`config.mk`:
```
export PLATFORM = sky130hd
export DESIGN_NAME = stk_ctx_seq
export DESIGN_NICKNAME = d
export VERILOG_FILES = /design/src/rtl/stk_pkg.sv /design/src/rtl/stk_step_decode.sv /design/src/rtl/stk_addr_gen.sv /design/src/rtl/stk_byte_route.sv /design/src/rtl/stk_ctx_seq.sv
export SDC_FILE = /design/constraint.sdc
export NUM_CORES = 1
export LEC_CHECK = 0
export BUFFER_PORTS_ARGS = -buffer_cell sky130_fd_sc_hd__buf_4
export CAP_MARGIN = 10
export CORE_MARGIN = 2
export CORE_UTILIZATION = 40
export CTS_CLUSTER_SIZE = 8
export DETAILED_ROUTE_END_ITERATION = 12
export GPL_TIMING_DRIVEN = 0
export PLACE_DENSITY = 0.76
export SETUP_SLACK_MARGIN = 0.3
export SYNTH_ARGS = -nofsm -noshare
export SYNTH_HDL_FRONTEND = slang
export SYNTH_SLANG_ARGS = --single-unit
```
`constraint.sdc`:
```
create_clock -name clk -period 3.5 [get_ports clk]
set_input_delay 0.525 -clock clk [delete_from_list [all_inputs] [get_ports clk]]
set_output_delay 0.525 -clock clk [all_outputs]
set_load 0.005 [all_outputs]
```
`src/rtl/stk_pkg.sv`:
```
package stk_pkg;

    typedef enum logic [2:0] {
        CMD_IRQ  = 3'd0,
        CMD_RETI = 3'd1,
        CMD_CALL = 3'd2,
        CMD_RET  = 3'd3,
        CMD_PUSH = 3'd4,
        CMD_POP  = 3'd5,
        CMD_RSV6 = 3'd6,
        CMD_RSV7 = 3'd7
    } stk_cmd_e;

    // Which byte of the saved context a step moves
    typedef enum logic [1:0] {
        FLD_PCH = 2'd0,
        FLD_PCL = 2'd1,
        FLD_PSW = 2'd2,
        FLD_REG = 2'd3
    } stk_fld_e;

    typedef struct packed {
        logic     wr;    // 1: push step, 0: pop step
        stk_fld_e fld;
        logic     last;
    } stk_step_t;

    function automatic logic cmd_legal(stk_cmd_e c);
        return (c != CMD_RSV6) && (c != CMD_RSV7);
    endfunction

endpackage

```
`src/rtl/stk_step_decode.sv`:
```
module stk_step_decode
    import stk_pkg::*;
#(
    parameter int IDX_W = 2
) (
    input  stk_cmd_e         cmd,
    input  logic [IDX_W-1:0] idx,
    output stk_step_t        step
);

    always_comb begin
        step = '{wr: 1'b0, fld: FLD_REG, last: 1'b1};
        unique case (cmd)
            CMD_IRQ: begin
                step.wr = 1'b1;
                case (idx)
                    2'd0:    begin step.fld = FLD_PCH; step.last = 1'b0; end
                    2'd1:    begin step.fld = FLD_PCL; step.last = 1'b0; end
                    default: begin step.fld = FLD_PSW; step.last = 1'b1; end
                endcase
            end
            CMD_RETI: begin
                step.wr = 1'b0;
                case (idx)
                    2'd0:    begin step.fld = FLD_PSW; step.last = 1'b0; end
                    2'd1:    begin step.fld = FLD_PCL; step.last = 1'b0; end
                    default: begin step.fld = FLD_PCH; step.last = 1'b1; end
                endcase
            end
            CMD_CALL: begin
                step.wr = 1'b1;
                if (idx == '0) begin
                    step.fld  = FLD_PCH;
                    step.last = 1'b0;
                end else begin
                    step.fld  = FLD_PCL;
                    step.last = 1'b1;
                end
            end
            CMD_RET: begin
                step.wr = 1'b0;
                if (idx == '0) begin
                    step.fld  = FLD_PCL;
                    step.last = 1'b0;
                end else begin
                    step.fld  = FLD_PCH;
                    step.last = 1'b1;
                end
            end
            CMD_PUSH: begin
                step.wr   = 1'b1;
                step.fld  = FLD_REG;
                step.last = 1'b1;
            end
            default: begin
                step.wr   = 1'b0;
                step.fld  = FLD_REG;
                step.last = 1'b1;
            end
        endcase
    end

endmodule

```
`src/rtl/stk_addr_gen.sv`:
```
module stk_addr_gen #(
    parameter int                PTR_W  = 8,
    parameter int                PAGE_W = 8,
    parameter logic [PAGE_W-1:0] PAGE   = 8'h01,
    localparam int               ADDR_W = PAGE_W + PTR_W
) (
    input  logic [PTR_W-1:0]  sp,
    input  logic              wr,
    output logic [ADDR_W-1:0] addr,
    output logic [PTR_W-1:0]  sp_nxt
);

    localparam logic [PTR_W-1:0] ONE = 1;

    logic [PTR_W-1:0] sp_inc;
    logic [PTR_W-1:0] sp_dec;

    always_comb begin
        sp_inc = sp + ONE;   // wraps within the page
        sp_dec = sp - ONE;
        if (wr) begin
            addr   = {PAGE, sp};
            sp_nxt = sp_dec;
        end else begin
            addr   = {PAGE, sp_inc};
            sp_nxt = sp_inc;
        end
    end

endmodule

```
`src/rtl/stk_byte_route.sv`:
```
module stk_byte_route
    import stk_pkg::*;
#(
    parameter int DW = 8
) (
    input  stk_fld_e        fld,
    input  logic            rd_en,
    input  logic [DW-1:0]   rdata,
    input  logic [DW-1:0]   src_pch,
    input  logic [DW-1:0]   src_pcl,
    input  logic [DW-1:0]   src_psw,
    input  logic [DW-1:0]   src_reg,
    input  logic [DW-1:0]   cur_pch,
    input  logic [DW-1:0]   cur_pcl,
    input  logic [DW-1:0]   cur_psw,
    input  logic [DW-1:0]   cur_reg,
    output logic [DW-1:0]   wdata,
    output logic [DW-1:0]   nxt_pch,
    output logic [DW-1:0]   nxt_pcl,
    output logic [DW-1:0]   nxt_psw,
    output logic [DW-1:0]   nxt_reg
);

    always_comb begin
        unique case (fld)
            FLD_PCH: wdata = src_pch;
            FLD_PCL: wdata = src_pcl;
            FLD_PSW: wdata = src_psw;
            default: wdata = src_reg;
        endcase

        nxt_pch = cur_pch;
        nxt_pcl = cur_pcl;
        nxt_psw = cur_psw;
        nxt_reg = cur_reg;
        if (rd_en) begin
            unique case (fld)
                FLD_PCH: nxt_pch = rdata;
                FLD_PCL: nxt_pcl = rdata;
                FLD_PSW: nxt_psw = rdata;
                default: nxt_reg = rdata;
            endcase
        end
    end

endmodule

```
`src/rtl/stk_ctx_seq.sv`:
```
module stk_ctx_seq
    import stk_pkg::*;
#(
    parameter int                DW     = 8,
    parameter int                PTR_W  = 8,
    parameter int                PAGE_W = 8,
    parameter logic [PAGE_W-1:0] PAGE   = 8'h01,
    localparam int               ADDR_W = PAGE_W + PTR_W,
    localparam int               PC_W   = 2 * DW
) (
    input  logic              clk,
    input  logic              rst_n,
    input  logic              start,
    input  logic [2:0]        cmd,
    input  logic [PC_W-1:0]   pc_in,
    input  logic [DW-1:0]     psw_in,
    input  logic [DW-1:0]     reg_in,
    input  logic              sp_load,
    input  logic [PTR_W-1:0]  sp_load_val,
    output logic [ADDR_W-1:0] mem_addr,
    output logic              mem_we,
    output logic              mem_re,
    output logic [DW-1:0]     mem_wdata,
    input  logic [DW-1:0]     mem_rdata,
    output logic              busy,
    output logic              done,
    output logic [PTR_W-1:0]  sp_out,
    output logic [PC_W-1:0]   pc_out,
    output logic [DW-1:0]     psw_out,
    output logic [DW-1:0]     pop_out
);

    localparam int IDX_W = 2;   // longest sequence is three steps

    typedef struct packed {
        logic             busy;
        logic             done;
        logic [IDX_W-1:0] idx;
        stk_cmd_e         cmd;
        logic [PTR_W-1:0] sp;
        logic [DW-1:0]    s_pch;   // bytes captured at start
        logic [DW-1:0]    s_pcl;
        logic [DW-1:0]    s_psw;
        logic [DW-1:0]    s_reg;
        logic [DW-1:0]    r_pch;   // bytes restored from the stack
        logic [DW-1:0]    r_pcl;
        logic [DW-1:0]    r_psw;
        logic [DW-1:0]    r_reg;
    } seq_state_t;

    seq_state_t st_q, st_d;

    stk_step_t        step;
    logic [ADDR_W-1:0] step_addr;
    logic [PTR_W-1:0] sp_step;
    logic [DW-1:0]    wdata;
    logic [DW-1:0]    nx_pch, nx_pcl, nx_psw, nx_reg;
    stk_cmd_e         cmd_in;

    assign cmd_in = stk_cmd_e'(cmd);

    stk_step_decode #(.IDX_W(IDX_W)) u_dec (
        .cmd  (st_q.cmd),
        .idx  (st_q.idx),
        .step (step)
    );

    stk_addr_gen #(.PTR_W(PTR_W), .PAGE_W(PAGE_W), .PAGE(PAGE)) u_addr (
        .sp     (st_q.sp),
        .wr     (step.wr),
        .addr   (step_addr),
        .sp_nxt (sp_step)
    );

    stk_byte_route #(.DW(DW)) u_route (
        .fld     (step.fld),
        .rd_en   (st_q.busy && !step.wr),
        .rdata   (mem_rdata),
        .src_pch (st_q.s_pch),
        .src_pcl (st_q.s_pcl),
        .src_psw (st_q.s_psw),
        .src_reg (st_q.s_reg),
        .cur_pch (st_q.r_pch),
        .cur_pcl (st_q.r_pcl),
        .cur_psw (st_q.r_psw),
        .cur_reg (st_q.r_reg),
        .wdata   (wdata),
        .nxt_pch (nx_pch),
        .nxt_pcl (nx_pcl),
        .nxt_psw (nx_psw),
        .nxt_reg (nx_reg)
    );

    always_comb begin
        st_d      = st_q;
        st_d.done = 1'b0;
        if (st_q.busy) begin
            st_d.sp    = sp_step;
            st_d.r_pch = nx_pch;
            st_d.r_pcl = nx_pcl;
            st_d.r_psw = nx_psw;
            st_d.r_reg = nx_reg;
            if (step.last) begin
                st_d.busy = 1'b0;
                st_d.done = 1'b1;
                st_d.idx  = '0;
            end else begin
                st_d.idx = st_q.idx + 1'b1;
            end
        end else if (sp_load) begin
            st_d.sp = sp_load_val;          // load wins over a start
        end else if (start && cmd_legal(cmd_in)) begin
            st_d.busy  = 1'b1;
            st_d.cmd   = cmd_in;
            st_d.idx   = '0;
            st_d.s_pch = pc_in[PC_W-1:DW];
            st_d.s_pcl = pc_in[DW-1:0];
            st_d.s_psw = psw_in;
            st_d.s_reg = reg_in;
        end
    end

    always_ff @(posedge clk or negedge rst_n) begin
        if (!rst_n) begin
            st_q <= '{busy: 1'b0, done: 1'b0, idx: '0, cmd: CMD_IRQ, sp: '0,
                      s_pch: '0, s_pcl: '0, s_psw: '0, s_reg: '0,
                      r_pch: '0, r_pcl: '0, r_psw: '0, r_reg: '0};
        end else begin
            st_q <= st_d;
        end
    end

    assign mem_addr  = step_addr;
    assign mem_we    = st_q.busy && step.wr;
    assign mem_re    = st_q.busy && !step.wr;
    assign mem_wdata = wdata;
    assign busy      = st_q.busy;
    assign done      = st_q.done;
    assign sp_out    = st_q.sp;
    assign pc_out    = {st_q.r_pch, st_q.r_pcl};
    assign psw_out   = st_q.r_psw;
    assign pop_out   = st_q.r_reg;

endmodule

```
# [After elaboration in Yosys (flattened, before gate mapping)]
# Index checks and enable logic that the tools add are counted.
[totals] regBits=79 input_bits=55 output_inout_bits=68 word_cells=65
[op_classes] add_sub_neg=3 eq_ne=10 muxes=19 n_bitwise=3 reduce_logical=17
[ops] op="two-way mux 8 bit" n=4
[ops] op="case mux 8 bit (3 select lines)" n=1
[ops] op="case mux 4 bit (5 select lines)" n=1
[ops] op="AND reduction 3 bit" n=5
[ops] op="case mux 3 bit (2 select lines)" n=2
[ops] op="two-way mux 2 bit" n=5
[ops] op="two-way mux 5 bit" n=2
[ops] op="adder 8 x 1 -> 8 bit, second input constant" n=1
[ops] op="subtractor 8 x 1 -> 8 bit, second input constant" n=1
[ops] op="equality test 3 x 2 -> 1 bit, second input constant" n=2
[ops] op="!= test 3 bit, second input constant" n=2
[ops] op="equality test 2 x 1 -> 1 bit, second input constant" n=2
[ops] op="logical AND 1 bit" n=4
[ops] op="logical NOT 2 bit" n=2
[ops] op="two-way mux 1 bit" n=4
[ops] op="nonzero test 2 bit" n=2
[ops] op="equality test 3 x 1 -> 1 bit, second input constant" n=1
[ops] op="equality test 3 bit, second input constant" n=1
[ops] op="logical NOT 3 bit" n=1
[ops] op="inverter 1 bit" n=3
[ops] op="OR reduction 3 bit" n=1
[ops] op="adder 2 x 1 -> 2 bit, second input constant" n=1
[ops] op="equality test 2 bit, second input constant" n=1
[ops] op="!= test 2 x 1 -> 1 bit, second input constant" n=1
[ops] op="other kinds (2)" n=2

# [Longest topological paths before layout]
[logic_depth] word_depth=7 ltp_mapped=8 depth_no_buf=6

# [Hierarchy]
# Synthesis repeated with hierarchy kept, for this count alone.
[hier_totals] cells_unflattened=341 hier_area_um2=4570.6
[modules_own_cells] module="stk_ctx_seq" n_inst=1 cells_per_inst=233 area_per_inst_um2=3494.6 seq_area_each_um2=1976.9
[modules_own_cells] module="stk_byte_route" n_inst=1 cells_per_inst=46 area_per_inst_um2=614.3 seq_area_each_um2=0.0
[modules_own_cells] module="stk_addr_gen" n_inst=1 cells_per_inst=53 area_per_inst_um2=401.6 seq_area_each_um2=0.0
[modules_own_cells] module="stk_step_decode" n_inst=1 cells_per_inst=9 area_per_inst_um2=60.1 seq_area_each_um2=0.0

# [Worst setup path after synthesis]
# Ideal clock, no wire load.
[synth_timing] kind="register to output" startpoint="reg st_q[75] (netlist bit)" endpoint="out mem_wdata[1]" arrival_time_ns=1.716 t_required_ns=2.975 path_slack_ns=1.259 path_stages_with_launch=7 n_path_buf=0 cell_sequence="dfrtp_1 inv_1 ha_1 nor3_1 o21a_1 nor2_1 a211oi_1"
[synth_between] elab_chain_len=5 word_cells_on_any_way=11 cone_classes="eq/ne: 3; mux: 6; reduce/logical: 2"
[synth_lines] element="start, declared" line_no="stk_ctx_seq.sv:51" rtl="seq_state_t st_q, st_d;"
[synth_lines] element="start signal, assigned" line_no="stk_ctx_seq.sv:125" rtl="st_q <= '{busy: 1'b0, done: 1'b0, idx: '0, cmd: CMD_IRQ, sp: '0,"
[synth_lines] element="start signal, assigned" line_no="stk_ctx_seq.sv:129" rtl="st_q <= st_d;"
[synth_lines] element="equality test 2 x 1 -> 1 bit / logical NOT 2 bit (equally long branches)" line_no="stk_step_decode.sv:16, stk_step_decode.sv:24, stk_step_decode.sv:32"
[synth_lines] element="case mux 3 bit (2 select lines), or another cell as far along" line_no="stk_step_decode.sv:24" rtl="case (idx)"
[synth_lines] element="case mux 4 bit (5 select lines) *" line_no="stk_step_decode.sv:13" rtl="unique case (cmd)"
[synth_lines] element="equality test 2 bit, or another cell as far along" line_no="stk_byte_route.sv:25" rtl="unique case (fld)"
[synth_lines] element="case mux 8 bit (3 select lines) *" line_no="stk_byte_route.sv:25"
[synth_lines] element="end, declared" line_no="stk_ctx_seq.sv:23" rtl="output logic [DW-1:0] mem_wdata,"
# Every way passes the cells marked *; elsewhere a longest branch is shown, timed or not.

# [Worst setup path after layout]
[layout_timing] startpoint="reg st_q[75] (netlist bit)" endpoint="out mem_wdata[2]"
# The elaborated chain is that of the path after synthesis.

==> out/results.tsv <==
stage	metric	value	unit
routing	Starting DRT DRC Count	131	
routing	Avg WL per Cell	14.8	um
yosys	async set-or-reset flop fraction in the synthesized netlist	100	%
placed_design	dpl hpwl	6730	um
worst_setup_path	Critical Path RT	2.97	ns
clocking	latest clock arrival within the worst-skew pair	0.35	ns
timing	Slew Viols, Final	0	
placed_design	placed cell areas	0.00520	mm^2
routing	vias after detailed routing	3057	
die	Die W	106	um
flow_run	Max Cap Viol	0	
routing	drt via density	4.91	
global_routing	first-pass GRT wire length	14900	um
yosys	EDFF count, synth	0	
die	Initial Utilization	40.8	%
global_routing	vias in the first global route	2991	
worst_setup_path	critical-path cell list	inv_1 -> ha_1 -> and2_4 -> buf_6 -> o21a_1 -> nor2_1 -> a211oi_1 -> buf_4	
layout	fraction of layout cells with a size suffix above 1	53.8	%
clocking	CTS Buf Count	9	
yosys	Syn Area/Cell	11.8	um^2
layout	fin nets	544	
timing	final hold violation count	0	
die	row cnt	37	
timing	Slew @ Worst Pin	0.997	ns
die	Die ar.	0.0112	mm^2
yosys	top cells by area, synth	dfrtp_1 (48%), mux2_2 (18%), buf_4 (8.7%)	
layout	Area growth syn-to-layout	29.9	%
routing	# DRC	0	
clocking	H-tree depth	3	
min_path	worst min path class	in2async	
timing	RSZ-0062 raised after global routing	false	
routing	Total Wirelength	9190	um
yosys	synth unique cells	52	
timing	Worst Hold Slack	0.308	ns
worst_setup_path	worst path bufs/invs	3	
power_and_ir_drop	Pleak	0.00257	uW
power_and_ir_drop	Max VDD drop	0.408	mV
layout	cell area after layout	0.00540	mm^2
global_routing	largest net degree at the start of global routing	80	
layout	multi-input logic area	0.00173	mm^2
die	Die Height	106	um
timing	slew margin rel.	33.5	%
worst_setup_path	largest stage delay on the critical path	0.51	ns
clocking	Max Buffers Root-to-Sink	2	
routing	Initial DRT Pass Iterations	4	
clocking	register clock-pin slew on the reported worst setup and hold paths	0.08	ns
timing	Setup violations, final	0	
worst_setup_path	critical path startpoint category	flip-flop	
worst_setup_path	CP Class	reg2out	
die	core area	0.0102	mm^2
layout	register area	0.00198	mm^2
placed_design	Port-buffer cells	113	
yosys	Synth Warn #	0	
timing	Setup Skew	0.00548	ns
yosys	sequential element share of the synthesized area	47.6	%
yosys	Synth top area share	47.6	%
yosys	main flop type after synthesis	dfrtp_1	
clocking	Post-CTS Setup Inserts	0	
clocking	root buf cell	clkbuf_8	
routing	antenna-violating nets left	0	
power_and_ir_drop	PwrDens	884	mW/mm^2
layout	Antenna Cells	0	
timing	fmax	0.333	GHz
global_routing	total global routing overflow	0	
worst_setup_path	worst-path maximum fanout	8	
clocking	clk sinks	79	
outcome	status	finished clean	
worst_setup_path	Arrival @ worst endpoint	2.48	ns
timing	Tmin final	3.00	ns
worst_setup_path	Critical Path Slowest Stage Cell	nor2_1	
timing	setup TNS	0	ns
timing	fin crit share	85.8	%
yosys	register bit total from synthesis	79	
layout	fill cell count	938	
yosys	Synth Cell Area	0.00416	mm^2
yosys	largest area contributor in the synthesized netlist	dfrtp_1	
die	IO Count	123	
global_routing	gr usage total	16.8	%
global_routing	initial antenna violation count	0	
worst_setup_path	CP top delay family	simple AND/OR/NAND/NOR gates	
yosys	gate count of the mapped netlist	353	
worst_setup_path	Worst setup EP type	output port	
placed_design	Placer Congestion	0.874	
clocking	CTS tree	done	
layer usage:
metal / up-vias / routed length (um) / track usage, %
li1: 1450 / - / -
met1: 1462 / 3980 / 21.8
met2: 134 / 4370 / 27.0
met3: 11 / 710 / 4.90
met4: 0 / 126 / 5.73
met5: - / 0 / 0
flip-flops by register name, summed over array words and instances, names as in the netlist:
name,flops
psw_out,8
done,1
st_q,37
pc_out,16
sp_out,8
pop_out,8
busy,1
power by group:
group	total [uW]	leakage, uW	switching, uW	internal [uW]
combinational	2520	0.00152	1040	1480
sequential	1570	0.000950	246	1320
clock	681	0.0000985	317	364
cells by family after synthesis:
group	synth area share, %
other	0.181
muxes	21.0
xor gates and xnor gates	1.48
buffers and inverters	11.6
and+or+nand+nor	7.44
adders and majority gates	1.81
AOI/OAI and AO/OA	8.91
DFF	47.6
cell type report:
cell class	instances	share of cell area, %
flip-flops and latches	79	36.6
multi-input cells	205	32.0
repair buffers	113	15.7
plain buffers	64	8.16
well taps	136	3.15
clock buffers	12	2.87
clock inverters	3	0.788
inverters	11	0.765
synthesized netlist by cell type (all sizes together), types with 2 or more instances:
master	n
a31oi	2
mux2i	12
ha	6
or2	2
clkbuf	10
o21ai	3
mux2	67
a21oi	13
nor3	5
nor4	2
o22ai	2
o21a	2
dfrtp	79
nand4	4
xnor2	6
nor4b	2
conb	2
buf	54
nor2	18
nand2	14
a211oi	11
o211ai	3
nand3	3
inv	10
worst paths after layout:
| kind | slack [ns] | from | to | cells after the start |
|---|---|---|---|---|
| setup / recovery | 0.50 | st_q[75]$_DFFE_PN0P_ | mem_wdata[2] | 8 |
| hold / removal | 0.31 | rst_n | st_q[36]$_DFFE_PN0P_ | 1 |
| setup reg to reg | 0.89 | st_q[75]$_DFFE_PN0P_ | pc_out[8]$_DFFE_PN0P_ | 8 |
| hold reg to reg | 0.51 | st_q[51]$_DFFE_PN0P_ | st_q[51]$_DFFE_PN0P_ | 1 |
| max in group asynchronous | 2.51 | rst_n | sp_out[4]$_DFFE_PN0N_ | 1 |
| min in group clk | 0.40 | pc_in[8] | st_q[56]$_DFFE_PN0P_ | 2 |
worst register-to-register path, stage by stage, from the launching register on:
cell and delay (ns):
dfrtp_1 0.42, inv_1 0.08, ha_1 0.20, and2_4 0.15
buf_6 0.12, o31ai_4 0.22, buf_6 0.21, nor4b_4 0.66
mux2_2 0.42
metrics by stage:
step	worst slack [ns]	std cells	total power, uW	util (%)
2_1_floorplan	1.26	359	3100	-
3_5_place_dp	0.760	608	4120	51.0
4_1_cts	0.448	623	4820	53.0
3_3_place_gp	0.868	608	4030	51.0
5_1_grt	0.354	623	5120	53.0
6_report	0.497	623	4770	53.0
cell usage in the layout, fill, tap and decap left out, drive strengths merged, types with 2 or more instances in the layout:
cell    count
buf       167
dfrtp      79
mux2       67
clkbuf     22
nor2       18
nand2      14
a21oi      13
mux2i      12
a211oi     11
inv        10
conb        8
xnor2       6
ha          6
nor3        5
nand4       4
nand3       3
o21ai       3
o211ai      3
or2         2
o21a        2
o22ai       2
a31oi       2
clkinv      2
nor4        2
nor4b       2
timing repair:
item,4_1_cts,5_1_grt
hold buffers,0,0
setup endpoints to repair,0,4
gates resized for setup,0,1
endpoints found under the hold margin,0,0
No activity file was read; power rests on OpenSTA's default activity.
